### src/rtl/thermal_scan_pkg.sv
package thermal_scan_pkg;
  localparam int unsigned OFS_CTRL  = 'h04;
  localparam int unsigned OFS_EN    = 'h08;
  localparam int unsigned OFS_PEND  = 'h0C;
  localparam int unsigned OFS_DATA  = 'h20;
  localparam int unsigned OFS_CMP   = 'h40;
  localparam int unsigned OFS_IDEB  = 'h60;
  localparam int unsigned OFS_SDEB  = 'h64;
  localparam int unsigned OFS_PER   = 'h68;
  localparam int unsigned OFS_PERHT = 'h6C;

  localparam int BIT_AUTO = 0;
  localparam int BIT_INV  = 1;
  localparam int BIT_SRC  = 4;
  localparam int BIT_POL  = 8;
  localparam int BIT_IRQ  = 0;
  localparam int BIT_GPIO = 4;
  localparam int BIT_RSTC = 8;

  localparam int INV_BASE = 1024;

  typedef enum logic [1:0] {ST_IDLE, ST_CONV, ST_WAIT} scan_state_e;
endpackage

### src/rtl/scan_tick.sv
module scan_tick #(
  parameter int unsigned CYC_PER_TICK = 1000
) (
  input  logic clk_i,
  input  logic rst_ni,
  input  logic run_i,
  output logic tick_o
);
  localparam int unsigned PW = (CYC_PER_TICK > 1) ? $clog2(CYC_PER_TICK) : 1;

  logic [PW-1:0] pre_q;

  assign tick_o = run_i && (pre_q == PW'(CYC_PER_TICK - 1));

  always_ff @(posedge clk_i or negedge rst_ni) begin
    if (!rst_ni)                pre_q <= '0;
    else if (!run_i || tick_o)  pre_q <= '0;
    else                        pre_q <= pre_q + PW'(1);
  end
endmodule

### src/rtl/scan_seq.sv
module scan_seq
  import thermal_scan_pkg::*;
#(
  parameter int unsigned NCH   = 2,
  parameter int unsigned PER_W = 16,
  parameter int unsigned CH_W  = 1
) (
  input  logic             clk_i,
  input  logic             rst_ni,
  input  logic             auto_en_i,
  input  logic             tick_i,
  input  logic [PER_W-1:0] period_i,
  input  logic             adc_done_i,
  output logic             req_o,
  output logic [CH_W-1:0]  chan_o,
  output logic             cap_o,
  output logic             wait_o
);
  scan_state_e      state_q;
  logic [CH_W-1:0]  chan_q;
  logic [PER_W-1:0] pcnt_q;
  logic [PER_W:0]   pnext;
  logic             expire;

  assign req_o  = (state_q == ST_CONV);
  assign wait_o = (state_q == ST_WAIT);
  assign cap_o  = req_o && adc_done_i;
  assign chan_o = chan_q;
  assign pnext  = {1'b0, pcnt_q} + (PER_W+1)'(1);
  // a zero wait behaves like one tick
  assign expire = tick_i && (pnext >= {1'b0, period_i});

  always_ff @(posedge clk_i or negedge rst_ni) begin
    if (!rst_ni) begin
      state_q <= ST_IDLE;
      chan_q  <= '0;
      pcnt_q  <= '0;
    end else begin
      case (state_q)
        ST_IDLE: if (auto_en_i) begin
          state_q <= ST_CONV;
          chan_q  <= '0;
        end
        ST_CONV: if (adc_done_i) begin
          if (!auto_en_i) begin
            state_q <= ST_IDLE;
            chan_q  <= '0;
          end else if (chan_q == CH_W'(NCH - 1)) begin
            state_q <= ST_WAIT;
            chan_q  <= '0;
            pcnt_q  <= '0;
          end else begin
            chan_q  <= chan_q + CH_W'(1);
          end
        end
        ST_WAIT: begin
          if (!auto_en_i)   state_q <= ST_IDLE;
          else if (expire)  state_q <= ST_CONV;
          else if (tick_i)  pcnt_q  <= pnext[PER_W-1:0];
        end
        default: state_q <= ST_IDLE;
      endcase
    end
  end

  assert_req_held_R3: assert property (@(posedge clk_i) disable iff (!rst_ni)
    req_o && !adc_done_i |=> req_o);
  assert_chan_stable_R2: assert property (@(posedge clk_i) disable iff (!rst_ni)
    req_o && !adc_done_i |=> $stable(chan_o));
  assert_start_needs_auto_R10: assert property (@(posedge clk_i) disable iff (!rst_ni)
    $rose(req_o) |-> $past(auto_en_i));
endmodule

### src/rtl/chan_mon.sv
module chan_mon #(
  parameter int unsigned DATA_W = 10,
  parameter int unsigned DEB_W  = 8
) (
  input  logic              clk_i,
  input  logic              rst_ni,
  input  logic              cap_i,
  input  logic [DATA_W-1:0] sample_i,
  input  logic [DATA_W-1:0] cmp_i,
  input  logic [DEB_W-1:0]  int_deb_i,
  input  logic [DEB_W-1:0]  shut_deb_i,
  output logic [DATA_W-1:0] data_o,
  output logic              hot_o,
  output logic              int_hit_o,
  output logic              shut_hit_o
);
  logic [DATA_W-1:0] data_q;
  logic [DEB_W-1:0]  cnt_q, cnt_nxt;
  logic              over_new;

  assign over_new = (sample_i >= cmp_i);
  always_comb begin
    if (!over_new)              cnt_nxt = '0;
    else if (cnt_q == '1)       cnt_nxt = cnt_q;
    else                        cnt_nxt = cnt_q + DEB_W'(1);
  end

  // one saturating run length serves both limits
  assign int_hit_o  = cap_i && over_new && (cnt_nxt >= int_deb_i);
  assign shut_hit_o = cap_i && over_new && (cnt_nxt >= shut_deb_i);
  assign hot_o      = (data_q >= cmp_i);
  assign data_o     = data_q;

  always_ff @(posedge clk_i or negedge rst_ni) begin
    if (!rst_ni) begin
      data_q <= '0;
      cnt_q  <= '0;
    end else if (cap_i) begin
      data_q <= sample_i;
      cnt_q  <= cnt_nxt;
    end
  end

  assert_data_hold_R10: assert property (@(posedge clk_i) disable iff (!rst_ni)
    !cap_i |=> $stable(data_o));
endmodule

### src/rtl/thermal_scan_ctrl.sv
module thermal_scan_ctrl
  import thermal_scan_pkg::*;
#(
  parameter int unsigned NCH          = 2,
  parameter int unsigned DATA_W       = 10,
  parameter int unsigned DEB_W        = 8,
  parameter int unsigned PER_W        = 16,
  parameter int unsigned ADDR_W       = 8,
  parameter int unsigned CYC_PER_TICK = 1000,
  parameter int unsigned STATUS_BIT   = 16,
  localparam int unsigned CH_W        = (NCH > 1) ? $clog2(NCH) : 1
) (
  input  logic              clk_i,
  input  logic              rst_ni,
  input  logic              reg_we_i,
  input  logic [ADDR_W-1:0] reg_addr_i,
  input  logic [31:0]       reg_wdata_i,
  output logic [31:0]       reg_rdata_o,
  output logic              adc_req_o,
  output logic [CH_W-1:0]   adc_chan_o,
  input  logic              adc_done_i,
  input  logic [DATA_W-1:0] adc_data_i,
  output logic              irq_o,
  output logic              shut_gpio_o,
  output logic              shut_rstc_o
);
  logic auto_q, inv_q, pol_q;
  logic [NCH-1:0] src_q, irq_en_q, gpio_rt_q, rstc_rt_q, pend_q;
  logic [NCH-1:0][DATA_W-1:0] cmp_q, data_w;
  logic [DEB_W-1:0] ideb_q, sdeb_q;
  logic [PER_W-1:0] per_q, perht_q, per_sel;
  logic shut_gpio_q, shut_rstc_q;
  logic [NCH-1:0] hot_w, int_hit, shut_hit;
  logic tick, cap, wait_st;
  logic [DATA_W-1:0] sample;
  logic unused_wdata;

  assign unused_wdata = ^reg_wdata_i;

  function automatic logic hit(input int unsigned ofs);
    return reg_addr_i == ADDR_W'(ofs);
  endfunction

  assign sample  = inv_q ? DATA_W'(INV_BASE - int'(adc_data_i)) : adc_data_i;
  assign per_sel = (|hot_w) ? perht_q : per_q;

  scan_tick #(.CYC_PER_TICK(CYC_PER_TICK)) u_tick (
    .clk_i(clk_i), .rst_ni(rst_ni), .run_i(wait_st), .tick_o(tick));

  scan_seq #(.NCH(NCH), .PER_W(PER_W), .CH_W(CH_W)) u_seq (
    .clk_i(clk_i), .rst_ni(rst_ni), .auto_en_i(auto_q), .tick_i(tick),
    .period_i(per_sel), .adc_done_i(adc_done_i), .req_o(adc_req_o),
    .chan_o(adc_chan_o), .cap_o(cap), .wait_o(wait_st));

  for (genvar g = 0; g < NCH; g++) begin : g_ch
    chan_mon #(.DATA_W(DATA_W), .DEB_W(DEB_W)) u_mon (
      .clk_i(clk_i), .rst_ni(rst_ni),
      .cap_i(cap && (adc_chan_o == CH_W'(g))),
      .sample_i(sample), .cmp_i(cmp_q[g]),
      .int_deb_i(ideb_q), .shut_deb_i(sdeb_q),
      .data_o(data_w[g]), .hot_o(hot_w[g]),
      .int_hit_o(int_hit[g]), .shut_hit_o(shut_hit[g]));
  end

  always_ff @(posedge clk_i or negedge rst_ni) begin
    if (!rst_ni) begin
      auto_q <= 1'b0; inv_q <= 1'b0; pol_q <= 1'b0; src_q <= '0;
      irq_en_q <= '0; gpio_rt_q <= '0; rstc_rt_q <= '0;
      cmp_q <= '1;
      ideb_q <= DEB_W'(4); sdeb_q <= DEB_W'(4);
      per_q <= PER_W'(250); perht_q <= PER_W'(50);
    end else if (reg_we_i) begin
      if (hit(OFS_CTRL)) begin
        auto_q <= reg_wdata_i[BIT_AUTO];
        inv_q  <= reg_wdata_i[BIT_INV];
        pol_q  <= reg_wdata_i[BIT_POL];
        src_q  <= reg_wdata_i[BIT_SRC +: NCH];
      end
      if (hit(OFS_EN)) begin
        irq_en_q  <= reg_wdata_i[BIT_IRQ +: NCH];
        gpio_rt_q <= reg_wdata_i[BIT_GPIO +: NCH];
        rstc_rt_q <= reg_wdata_i[BIT_RSTC +: NCH];
      end
      for (int i = 0; i < NCH; i++)
        if (hit(OFS_CMP + 4*i)) cmp_q[i] <= reg_wdata_i[DATA_W-1:0];
      if (hit(OFS_IDEB))  ideb_q  <= reg_wdata_i[DEB_W-1:0];
      if (hit(OFS_SDEB))  sdeb_q  <= reg_wdata_i[DEB_W-1:0];
      if (hit(OFS_PER))   per_q   <= reg_wdata_i[PER_W-1:0];
      if (hit(OFS_PERHT)) perht_q <= reg_wdata_i[PER_W-1:0];
    end
  end

  always_ff @(posedge clk_i or negedge rst_ni) begin
    if (!rst_ni) begin
      pend_q <= '0;
      shut_gpio_q <= 1'b0;
      shut_rstc_q <= 1'b0;
    end else begin
      for (int i = 0; i < NCH; i++) begin
        if (int_hit[i] && irq_en_q[i])
          pend_q[i] <= 1'b1;
        else if (reg_we_i && hit(OFS_PEND) && reg_wdata_i[BIT_IRQ + i])
          pend_q[i] <= 1'b0;
      end
      shut_gpio_q <= shut_gpio_q | (|(shut_hit & src_q & gpio_rt_q));
      shut_rstc_q <= shut_rstc_q | (|(shut_hit & src_q & rstc_rt_q));
    end
  end

  assign irq_o       = |pend_q;
  assign shut_gpio_o = pol_q ? shut_gpio_q : ~shut_gpio_q;
  assign shut_rstc_o = pol_q ? shut_rstc_q : ~shut_rstc_q;

  always_comb begin
    reg_rdata_o = '0;
    if (hit(OFS_CTRL)) begin
      reg_rdata_o[BIT_AUTO] = auto_q;
      reg_rdata_o[BIT_INV]  = inv_q;
      reg_rdata_o[BIT_POL]  = pol_q;
      reg_rdata_o[BIT_SRC +: NCH] = src_q;
    end
    if (hit(OFS_EN)) begin
      reg_rdata_o[BIT_IRQ +: NCH]  = irq_en_q;
      reg_rdata_o[BIT_GPIO +: NCH] = gpio_rt_q;
      reg_rdata_o[BIT_RSTC +: NCH] = rstc_rt_q;
    end
    if (hit(OFS_PEND)) begin
      reg_rdata_o[BIT_IRQ +: NCH] = pend_q;
      reg_rdata_o[STATUS_BIT]     = shut_gpio_q | shut_rstc_q;
    end
    for (int i = 0; i < NCH; i++) begin
      if (hit(OFS_DATA + 4*i)) reg_rdata_o[DATA_W-1:0] = data_w[i];
      if (hit(OFS_CMP + 4*i))  reg_rdata_o[DATA_W-1:0] = cmp_q[i];
    end
    if (hit(OFS_IDEB))  reg_rdata_o[DEB_W-1:0] = ideb_q;
    if (hit(OFS_SDEB))  reg_rdata_o[DEB_W-1:0] = sdeb_q;
    if (hit(OFS_PER))   reg_rdata_o[PER_W-1:0] = per_q;
    if (hit(OFS_PERHT)) reg_rdata_o[PER_W-1:0] = perht_q;
  end

  assert_irq_at_capture_R6: assert property (@(posedge clk_i) disable iff (!rst_ni)
    $rose(irq_o) |-> $past(cap));
  assert_gpio_sticky_R8: assert property (@(posedge clk_i) disable iff (!rst_ni)
    shut_gpio_q |=> shut_gpio_q);
  assert_rstc_sticky_R8: assert property (@(posedge clk_i) disable iff (!rst_ni)
    shut_rstc_q |=> shut_rstc_q);
  assert_no_shut_rise_idle_R8: assert property (@(posedge clk_i) disable iff (!rst_ni)
    ($rose(shut_gpio_q) || $rose(shut_rstc_q)) |-> $past(cap));
endmodule

### config.mk
export PLATFORM = sky130hd
export DESIGN_NAME = thermal_scan_ctrl
export DESIGN_NICKNAME = d
export VERILOG_FILES = /design/src/rtl/thermal_scan_pkg.sv /design/src/rtl/scan_tick.sv /design/src/rtl/scan_seq.sv /design/src/rtl/chan_mon.sv /design/src/rtl/thermal_scan_ctrl.sv
export SDC_FILE = /design/constraint.sdc
export NUM_CORES = 1
export LEC_CHECK = 0
export ABC_CLOCK_PERIOD_IN_PS = 5000
export BUFFER_PORTS_ARGS = -buffer_cell sky130_fd_sc_hd__buf_2
export CAP_MARGIN = 40
export CORE_ASPECT_RATIO = 0.75
export CORE_MARGIN = 3
export CORE_UTILIZATION = 55
export DETAILED_ROUTE_END_ITERATION = 12
export HOLD_SLACK_MARGIN = 0.08
export PLACE_DENSITY = 0.84
export SYNTH_ARGS = -nofsm -noshare
export SYNTH_HDL_FRONTEND = slang
export SYNTH_SLANG_ARGS = --single-unit
### constraint.sdc
create_clock -name clk_i -period 5 [get_ports clk_i]
set_clock_uncertainty 0.05 [all_clocks]
set_input_delay 1.25 -clock clk_i [delete_from_list [all_inputs] [get_ports clk_i]]
set_output_delay 1.25 -clock clk_i [all_outputs]
set_load 0.02 [all_outputs]
==> metrics.txt, run 1 <==
fraction of registers with async set/reset=100.0%; number of synthesized register bits=148; cts bufs inserted=17; Die Height=122.5 um; Yosys warnings=0; die footprint=0.01976 mm2; Clock Latency Late Sink=430 ps; cell row count=41; CTS root buffer=clkbuf_16; Max Cap Viol=0; met3 global-route usage=7.827%; Crit path max-delay family=compound AO/OA/AOI/OAI gates; Max Clk Rate=208.8 MHz; Commonest cells post-synth=dfrtp_1, nand2_1, ha_1, nor2_1, mux2_2; Post-synth top flop=dfrtp_1; Distinct cells, synth=76; drt first pass iters=6; antenna violations before repair=0; required time worst endpoint=5290 ps; Clock Pin Slew Worst Setup and Hold Paths=60 ps; vias=8465; Hold WC Path Type=reg2reg; Synth Instances=1032; largest net degree at the start of global routing=77; outcome=finished, final reports clean; CP Class=in2reg; NumNets Final=1281; Finish-stage setup viols=0; Slew HR=57.10%; slowest cell on the critical path=nor4_2; RSZ-0062 raised after global routing=false; total power=0.003836 W; mean post-synth cell area=9.642 um2; CTS tree=built; Place WS=-378.5 ps; post-detail-place hpwl=19930 um; top-area cell type share of the netlist area=29.42%; H-tree levels=4; cell mode on critical path=o21ai_0; Fin. Hold Viols=0; first-pass GRT wire length=43040 um; crit path DAT=5080 ps; GRT met1 Usage=38.59%; CP endpoint kind=flip-flop; crit-path max FO=13; via-per-instance ratio=6.121; Starting DRT DRC Count=1005; setup ws final=211.4 ps; drc violations=0; initial cell density of the core=57.56%; Area Overhead vs Synth=14.84%; Reg2Reg Setup Slack=340 ps; Die Width=161.3 um; GRT Residual Overflow=0; slew at the pin with the worst max-slew slack=638.7 ps; wire length per cell=19.30 um; # diodes=0; sequential share of the synthesized area=37.61%; most instantiated library cell after synthesis=dfrtp_1; All-Layer GR Usage=27.67%; worst vdd ir=278.8 uV; worst-path cell chain=buf_2 -> nor4_2 -> nand2_1 -> o41ai_2 -> buf_4 -> xor2_1 -> inv_1 -> buf_4 -> ha_1 -> nor3_1 -> o21ai_0 -> o22ai_1 -> buf_12 -> a31oi_1 -> o21a_1 -> ha_1 -> o21ai_0 -> a21oi_1 -> nor3_1 -> o21ai_0 -> o2111ai_2 -> o221ai_1; PortBufs=59; synthesized area=0.009951 mm2; core area=0.01729 mm2; Final period util=95.77%; Total Wirelength=26700 um; Clock Sinks=148; gr busiest metal=met2; vias in the first global route=8289; Largest stage delay, worst path=300 ps; Final Max Slew Viols=0; Max clock buf depth=2; met2 Usage GRT=41.86%; layout cell share with drive strength beyond 1=24.93%; largest cells by area after synthesis=dfrtp_1, ha_1, mux2_2, dfstp_2, nand2_1; pwr/cell area=335.7 mW/mm2; CP startpoint kind=primary input; fin crit period=4789 ps; I/O pins=91; GPL Wtd Cong=0.9754; Static Leak=5.233 nW; sum of buffers and inverters on the critical path=5; area leader, netlist=dfrtp_1; Post-synth EDFFs=0; Final ANT Viol Nets=0
==> worst paths after layout <==
check                                   end       startpoint  cells after the start
setup / recovery                shut_rstc_q    adc_data_i[5]                     22
hold / removal              u_tick.pre_q[0]  u_tick.pre_q[0]                      1
setup reg to reg           u_seq.pcnt_q[15]         cmp_q[0]                     17
hold reg to reg             u_tick.pre_q[0]  u_tick.pre_q[0]                      1
max in group asynchronous          cmp_q[1]           rst_ni                      3
min in group asynchronous         per_q[12]           rst_ni                      1
==> layout make-up <==
type                    instances  area, um2
clock buffers                  21      460.4
clock inverters                11      126.4
fillers                      1283       5861
inverters                      64      240.2
multi-input cells             787       5781
flip-flops and latches        148       3742
well taps                     236      295.3
repair buffers                116      782.0
==> through the flow <==
stage,TNS (ps),instance area (um2),std cells,hold slack [ps],util [%]
floorplan,0,10000,1046,382.9,-
global placement,-834.4,10760,1348,399.7,62.26
detailed placement,-1316,10810,1350,401.2,62.51
CTS,0,11390,1382,408.6,65.90
global route,0,11430,1383,449.7,66.10
finish,0,11430,1383,407.3,66.10
==> placed cells by master (no fill, tap or decap), drive strengths merged, types with 5 or more instances in the layout <==
cell / synthesis / routed
a211oi: 12 / 12
a21o: 12 / 12
a21oi: 51 / 51
a221o: 6 / 6
a22oi: 11 / 11
a31oi: 9 / 9
and3: 11 / 11
buf: 29 / 116
clkbuf: 18 / 21
conb: 1 / 15
dfrtp: 117 / 117
dfstp: 31 / 31
ha: 93 / 93
inv: 63 / 65
mux2: 84 / 84
mux2i: 29 / 29
nand2: 100 / 100
nand2b: 12 / 12
nand3: 30 / 30
nand4: 8 / 8
nor2: 83 / 83
nor2b: 12 / 12
nor3: 20 / 20
nor4: 6 / 6
o2111ai: 5 / 5
o211ai: 5 / 5
o21a: 6 / 6
o21ai: 65 / 65
o221ai: 5 / 5
o22ai: 9 / 9
o31ai: 10 / 10
or2: 5 / 5
xnor2: 20 / 20
xor2: 16 / 16
==> metal layers <==
layer	part of all wire, %	up-vias
met5	0	-
met3	10	56
met1	44	4103
li1	-	3907
met4	2.3	0
met2	44	399
==> where the power goes <==
| part | leakage [nW] | total [W] | switching, W | internal (W) |
|---|---|---|---|---|
| Sequential | 1.86 | 0.00146 | 0.000131 | 0.00133 |
| Combinational | 3.10 | 0.00110 | 0.000608 | 0.000490 |
| Clock | 0.276 | 0.00128 | 0.000517 | 0.000763 |
| Total | 5.23 | 0.00384 | 0.00126 | 0.00258 |
==> flip-flops by register name, summed over array words and instances (netlist names), 2 cells and up <==
register and count:
ideb_q 8, perht_q 16, irq_en_q 2, pend_q 2, sdeb_q 8, g_ch.u_mon.cnt_q 16, per_q 16, src_q 2
cmp_q 20, gpio_rt_q 2, u_seq.pcnt_q 16, u_tick.pre_q 10, u_seq.state_q 2, rstc_rt_q 2, g_ch.u_mon.data_o 20
==> kinds of logic after synthesis <==
kind of cell    count (synthesis)  share of synthesized area, %
mux                           113                         12.80
compound gates                227                         14.88
xor+xnor                       36                         3.169
fa+ha+maj                      93                         11.69
flops                         148                         37.61
simple gates                  303                         14.72
buf+inv                       111                         5.092
other cells                     1                       0.03769
==> repair_timing <==
action / in CTS / in global routing
setup endpoints to repair: 0 / 4
resized for setup: 0 / 6
setup buffers: 0 / 1
hold buffers: 0 / 0
No activity file was read; power rests on OpenSTA's default activity.
==> run 2: changes to the inputs <==
--- a/config.mk
+++ b/config.mk
@@ -14,6 +14,7 @@
 export DETAILED_ROUTE_END_ITERATION = 12
 export HOLD_SLACK_MARGIN = 0.08
 export PLACE_DENSITY = 0.84
+export RECOVER_POWER = 50
 export SYNTH_ARGS = -nofsm -noshare
 export SYNTH_HDL_FRONTEND = slang
 export SYNTH_SLANG_ARGS = --single-unit
==> run 2 against run 1 <==
The run now ends with max-capacitance violations, max-slew violations left. Setup slack gained 7.5 ps. Non-clock buffer count did not move. Critical path depth stayed put. First-iteration DRC count fell by 7.8%. Sequential power about the same. Count of clock-buffer cells in the layout is the same. Total power is essentially flat. Maximum frequency up 0.16%. Via count decreased by 0.27%. Core utilization decreased by 0.30 points. Largest cell class unchanged. Largest power group unchanged.
==> metrics.txt, run 2 (same netlist as run 1, synthesis figures left out) <==
commonest non-fill, non-tap cell in the layout=dfrtp_1 (unchanged); cts bufs inserted=17 (unchanged); Reg-to-Reg Start=cmp_q[0] (unchanged); met2 Usage GRT=41.86% (unchanged); drt first pass iters=5 (was 6); drc violations=0 (unchanged); PortBufs=59 (unchanged); layout filler cell count=1293 (was 1283); Die Height=122.5 um (unchanged); WHS Endpoint=u_tick.pre_q[0] (unchanged); RSZ-0062 raised after global routing=false (unchanged); layout cell share with drive strength beyond 1=24.67% (was 24.93%); gr busiest metal=met2 (unchanged); crit-path max FO=13 (unchanged); Slew HR=-32.79% (was 57.10%); Area Overhead vs Synth=14.32% (was 14.84%); Final period util=95.62% (was 95.77%); dpl cells=1350 (unchanged); placed instance area=0.01081 mm2 (unchanged); slew at the pin with the worst max-slew slack=1992 ps (was 638.7 ps); All-Layer GR Usage=27.67% (unchanged); wire length per cell=19.35 um (was 19.30 um); CTS tree=built (unchanged); Max clock buf depth=2 (unchanged); fin crit period=4781 ps (was 4789 ps); footprint of the multi-input gates=0.005766 mm2 (was 0.005781 mm2); required time worst endpoint=5290 ps (about the same); met3 global-route usage=7.827% (unchanged); Clock Pin Slew Worst Setup and Hold Paths=60 ps (about the same); die footprint=0.01976 mm2 (unchanged); NumNets Final=1281 (unchanged); # diodes=0 (unchanged); crit path DAT=5070 ps (was 5080 ps); CP endpoint kind=flip-flop (unchanged); Finish-stage setup viols=0 (unchanged); reg-to-reg endpoint=u_seq.pcnt_q[15] (unchanged); post-layout util=65.80% (was 66.10%); I/O pins=91 (unchanged); core area=0.01729 mm2 (unchanged); initial cell density of the core=57.56% (unchanged); Clock Latency Late Sink=430 ps (about the same); Reg area=0.003742 mm2 (unchanged); post-detail-place hpwl=19930 um (unchanged); outcome=finished, violations left (was finished, final reports clean); Final Max Slew Viols=111 (was 0); pwr/cell area=337.1 mW/mm2 (was 335.7 mW/mm2); Max Clk Rate=209.2 MHz (was 208.8 MHz); Clock Sinks=148 (unchanged); Static Leak=5.215 nW (was 5.233 nW); GPL Wtd Cong=0.9754 (unchanged); H-tree levels=4 (unchanged); Max Cap Viol=2 (was 0); vias=8442 (was 8465); vias in the first global route=8289 (unchanged); CP Class=in2reg (unchanged); failing checks=max-capacitance violations, max-slew violations; largest net degree at the start of global routing=77 (unchanged); via-per-instance ratio=6.104 (was 6.121); Total Wirelength=26760 um (was 26700 um); non-filler instance count after layout=1383 (unchanged); Reg2Reg Setup Slack=330 ps (was 340 ps); Final ANT Viol Nets=0 (unchanged); first-pass GRT wire length=43040 um (unchanged); R2R cell count=17 (unchanged); most frequent cells in the layout=dfrtp_1, nand2_1, ha_1, nor2_1, mux2_2 (unchanged); Fin. Hold Viols=0 (unchanged); Hold Path Depth=1 (unchanged); CP startpoint kind=primary input (unchanged); CTS root buffer=clkbuf_16 (unchanged); total power=0.003835 W (was 0.003836 W); antenna violations before repair=0 (unchanged); Starting DRT DRC Count=927 (was 1005); GRT Residual Overflow=0 (unchanged); # hold bufs at CTS=0 (unchanged); Die Width=161.3 um (unchanged); HP Start=u_tick.pre_q[0] (unchanged); Layout Cell Area excl Fill=0.01138 mm2 (was 0.01143 mm2); worst vdd ir=278.6 uV (was 278.8 uV); Hold WC Path Type=reg2reg (unchanged); GRT met1 Usage=38.59% (unchanged); cell row count=41 (unchanged)
## run 2: worst max-delay path by stage
| stage | start | end | slack (ps) | cells after the start |
|---|---|---|---|---|
| global placement | adc_data_i[5] | pend_q[0] | -300 | 18 |
| global route | rst_ni | g_ch[0].u_mon.data_o[5] | 10 | 3 |
| floorplan | adc_data_i[5] | pend_q[0] | 300 | 19 |
| CTS | adc_data_i[5] | shut_rstc_q | 60 | 22 |
| detailed placement | adc_data_i[5] | pend_q[0] | -380 | 18 |
| finish | adc_data_i[5] | shut_rstc_q | 220 | 22 |
## run 2: repair_timing
action,in CTS,in global routing
gates resized for setup,0,6
buffers inserted,0,1
setup endpoints to repair,0,4
## run 2: worst max-delay path, stage by stage
cell	delay, ps
buf_2	110
nor4_2	290
nand2_1	140
o41ai_2	280
buf_4	170
xor2_1	190
inv_1	90
buf_4	130
ha_1	200
nor3_1	170
o21ai_0	120
o22ai_1	260
buf_12	190
a31oi_1	60
o21a_1	140
ha_1	260
o21ai_0	70
a21oi_1	140
nor3_1	80
o21ai_0	240
o2111ai_2	250
o221ai_1	230
## run 2: where the power goes
| part | switching, W | leakage [nW] | total (W) | internal, W |
|---|---|---|---|---|
| clock network | 0.000519 | 0.276 | 0.00128 | 0.000763 |
| logic | 0.000608 | 3.08 | 0.00109 | 0.000486 |
| registers | 0.000131 | 1.86 | 0.00146 | 0.00133 |
## run 2: final cells by class
cell class / count / share of cell area [%]
clock buffer: 21 / 4.048
clock inverter: 11 / 1.111
inverter: 64 / 2.112
multi-input combinational: 787 / 50.68
sequential: 148 / 32.90
tap: 236 / 2.596
timing repair buffer: 116 / 6.555
## run 2: through the flow
step / hold slack (ps) / TNS [ps] / setup slack (ps)
finish: 407.6 / 0 / 218.9
global route: 449.7 / 0 / 12.30
CTS: 408.6 / 0 / 63.05
detailed placement: 401.2 / -1316 / -378.5
global placement: 399.7 / -834.4 / -296.9
floorplan: 382.9 / 0 / 302.3
## run 2: per-layer routing
layer  part of all wire [%]  routed length [um]
met4                    2.2                 589
met5                      0                   0
met1                     44               11710
met3                     10                2791
met2                     44               11670
==> run 3: changes to the inputs <==
--- a/config.mk
+++ b/config.mk
@@ -10,10 +10,11 @@
 export CAP_MARGIN = 40
 export CORE_ASPECT_RATIO = 0.75
 export CORE_MARGIN = 3
-export CORE_UTILIZATION = 55
+export CORE_UTILIZATION = 35
 export DETAILED_ROUTE_END_ITERATION = 12
+export GPL_TIMING_DRIVEN = 0
 export HOLD_SLACK_MARGIN = 0.08
-export PLACE_DENSITY = 0.84
+export PLACE_DENSITY = 0.61
 export RECOVER_POWER = 50
 export SYNTH_ARGS = -nofsm -noshare
 export SYNTH_HDL_FRONTEND = slang
==> run 3 against run 2 <==
The flow still finishes with violations (max-capacitance violations, max-slew violations). Total power increased by 1.3%. Die area increased by 54%. Clock power increased by 4%. Final cell count increased by 10%. Wire length increased by 6.1%. Flip-flop and latch count unchanged. Sequential power about the same. Critical endpoint is now reg_rdata_o[0]. Largest cell class unchanged.
==> metrics.txt, run 3 (same netlist as run 1, synthesis figures left out) <==
PortBufs=56 (was 59); Finish-stage setup viols=0 (unchanged); Die Height=152.0 um (was 122.5 um); Combinational Power Share=28.4% (was 28.5%); core area=0.02746 mm2 (was 0.01729 mm2); setup ws final=111.5 ps (was 218.9 ps); RSZ-0062 raised after global routing=true (was false); Place WS=-962.7 ps (was -378.5 ps); worst vdd ir=191.5 uV (was 278.6 uV); sw power=0.001255 W (was 0.001259 W); Final period util=97.77% (was 95.62%); antenna violations before repair=0 (unchanged); layout filler cell count=2714 (was 1293); commonest non-fill, non-tap cell in the layout=dfrtp_1 (unchanged); layout cell share with drive strength beyond 1=23.16% (was 24.67%); outcome=finished, violations left (unchanged); drt first pass iters=5 (unchanged); required time worst endpoint=3700 ps (was 5290 ps); first-pass GRT wire length=44460 um (was 43040 um); WHS=410.2 ps (was 407.6 ps); most frequent cells in the layout=dfrtp_1, nand2_1, ha_1, nor2_1, mux2_2 (unchanged); non-filler instance count after layout=1522 (was 1383); vias=8154 (was 8442); CP endpoint kind=primary output (was flip-flop); Slew HR=-130.0% (was -32.79%); GRT Residual Overflow=0 (unchanged); Clock Pin Slew Worst Setup and Hold Paths=60 ps (about the same); Die Width=200.7 um (was 161.3 um); Clk network pwr share=34.2% (was 33.4%); Static Leak=5.166 nW (was 5.215 nW); Clock Latency Late Sink=430 ps (about the same); largest net degree at the start of global routing=91 (was 77); CTS root buffer=clkbuf_16 (unchanged); # diodes=0 (unchanged); post-detail-place hpwl=21700 um (was 19930 um); sw frac=32.30% (was 32.83%); Final Max Slew Viols=59 (was 111); fin crit period=4888 ps (was 4781 ps); slew at the pin with the worst max-slew slack=3449 ps (was 1992 ps); Max Cap Viol=1 (was 2); Starting DRT DRC Count=715 (was 927); GPL Wtd Cong=0.9060 (was 0.9754); initial cell density of the core=36.24% (was 57.56%); CP startpoint kind=primary input (unchanged); CTS tree=built (unchanged); dpl cells=1482 (was 1350); Area Overhead vs Synth=15.86% (was 14.32%); pwr/cell area=337.0 mW/mm2 (was 337.1 mW/mm2); H-tree levels=4 (unchanged); CP Class=in2out (was in2reg); Clock Sinks=148 (unchanged); Hold WC Path Type=reg2reg (unchanged); Pint=0.002630 W (was 0.002576 W); cts bufs inserted=17 (unchanged); crit path DAT=3590 ps (was 5070 ps); failing checks=max-capacitance violations, max-slew violations (unchanged); via-per-instance ratio=5.357 (was 6.104); Final ANT Viol Nets=0 (unchanged); cell row count=52 (was 41); Max clock buf depth=2 (unchanged); Seq pwr share=37.4% (was 38.0%); Max Clk Rate=204.6 MHz (was 209.2 MHz); drc violations=0 (unchanged); vias in the first global route=7715 (was 8289); Total Wirelength=28380 um (was 26760 um); crit-path max FO=10 (was 13); die footprint=0.03051 mm2 (was 0.01976 mm2); Fin. Hold Viols=0 (unchanged); Sum Neg Setup Slack=0 ps (unchanged); I/O pins=91 (unchanged); NumNets Final=1278 (was 1281); wire length per cell=18.65 um (was 19.35 um); All-Layer GR Usage=18.37% (was 27.67%)
run 3: changes by cell type in the layout (fill, tap and decap cells not counted), moves of 2 or more:
cell and delta:
buf_1 +3, buf_12 -2, buf_4 -25, buf_6 +4, clkbuf_1 +19, clkbuf_2 -2, clkinvlp_4 -3, inv_6 -2
o21ai_0 -3, o21ai_1 +2
run 3: path summary, 6_finish.rpt:
check,slack [ps],end,startpoint,cells past startpoint
min reg2reg,410,u_tick.pre_q[0],u_tick.pre_q[0],1
max in group asynchronous,1020,u_tick.pre_q[0],rst_ni,1
max,110,reg_rdata_o[0],reg_addr_i[2],9
min,410,u_tick.pre_q[0],u_tick.pre_q[0],1
min in group asynchronous,1940,g_ch[0].u_mon.cnt_q[2],rst_ni,1
max reg2reg,350,u_seq.pcnt_q[0],cmp_q[0],17
run 3: final cells by class:
cell class | count | area, um2 | area share, %
inverter | 64 | 240.2 | 2.084
tap | 378 | 473.0 | 4.102
timing repair buffer | 66 | 376.6 | 3.267
sequential | 148 | 3742 | 32.46
multi-input combinational | 787 | 5818 | 50.47
buffer | 47 | 280.3 | 2.431
clock inverter | 9 | 130.1 | 1.129
clock buffer | 23 | 467.9 | 4.059
run 3: metrics by stage:
stage	util [%]	area (um2)	power, W
final	41.99	11530	0.003885
after floorplan	-	10000	0.002152
after detailed placement	39.34	10800	0.002470
after CTS	41.70	11450	0.003829
after global routing	41.99	11530	0.004101
after global placement	39.18	10760	0.002442
run 3: power by group through the flow:
stage	logic, W	registers, W	clock network, W
final	0.00110	0.00145	0.00133
after global routing	0.00123	0.00147	0.00141
after CTS	0.00102	0.00145	0.00135
after detailed placement	0.00100	0.00147	0
after global placement	0.000975	0.00147	0
after floorplan	0.000727	0.00143	0
run 3: worst max-delay path, cell delays in order:
cell	delay [ps]
buf_2	170
nor2_1	370
nand2_1	340
nor2_2	470
a22oi_1	220
o221ai_1	120
o21ai_1	100
a31oi_1	310
buf_2	230
run 3: what timing repair did:
action / 4_1_cts / 5_1_grt
hold buffers: 0 / 0
endpoints found under the setup margin: 4 / 21
setup buffers: 2 / 6
pin swaps: 4 / 8
resized for setup: 10 / 20
run 3: per-layer routing:
metal  track usage (%)  wire [um]  vias up
met5                 0          0        -
met4             3.745        395        0
met3             4.919       2071       29
met2             25.64      11610      252
met1             28.28      14310     3999
li1                  -          -     3874
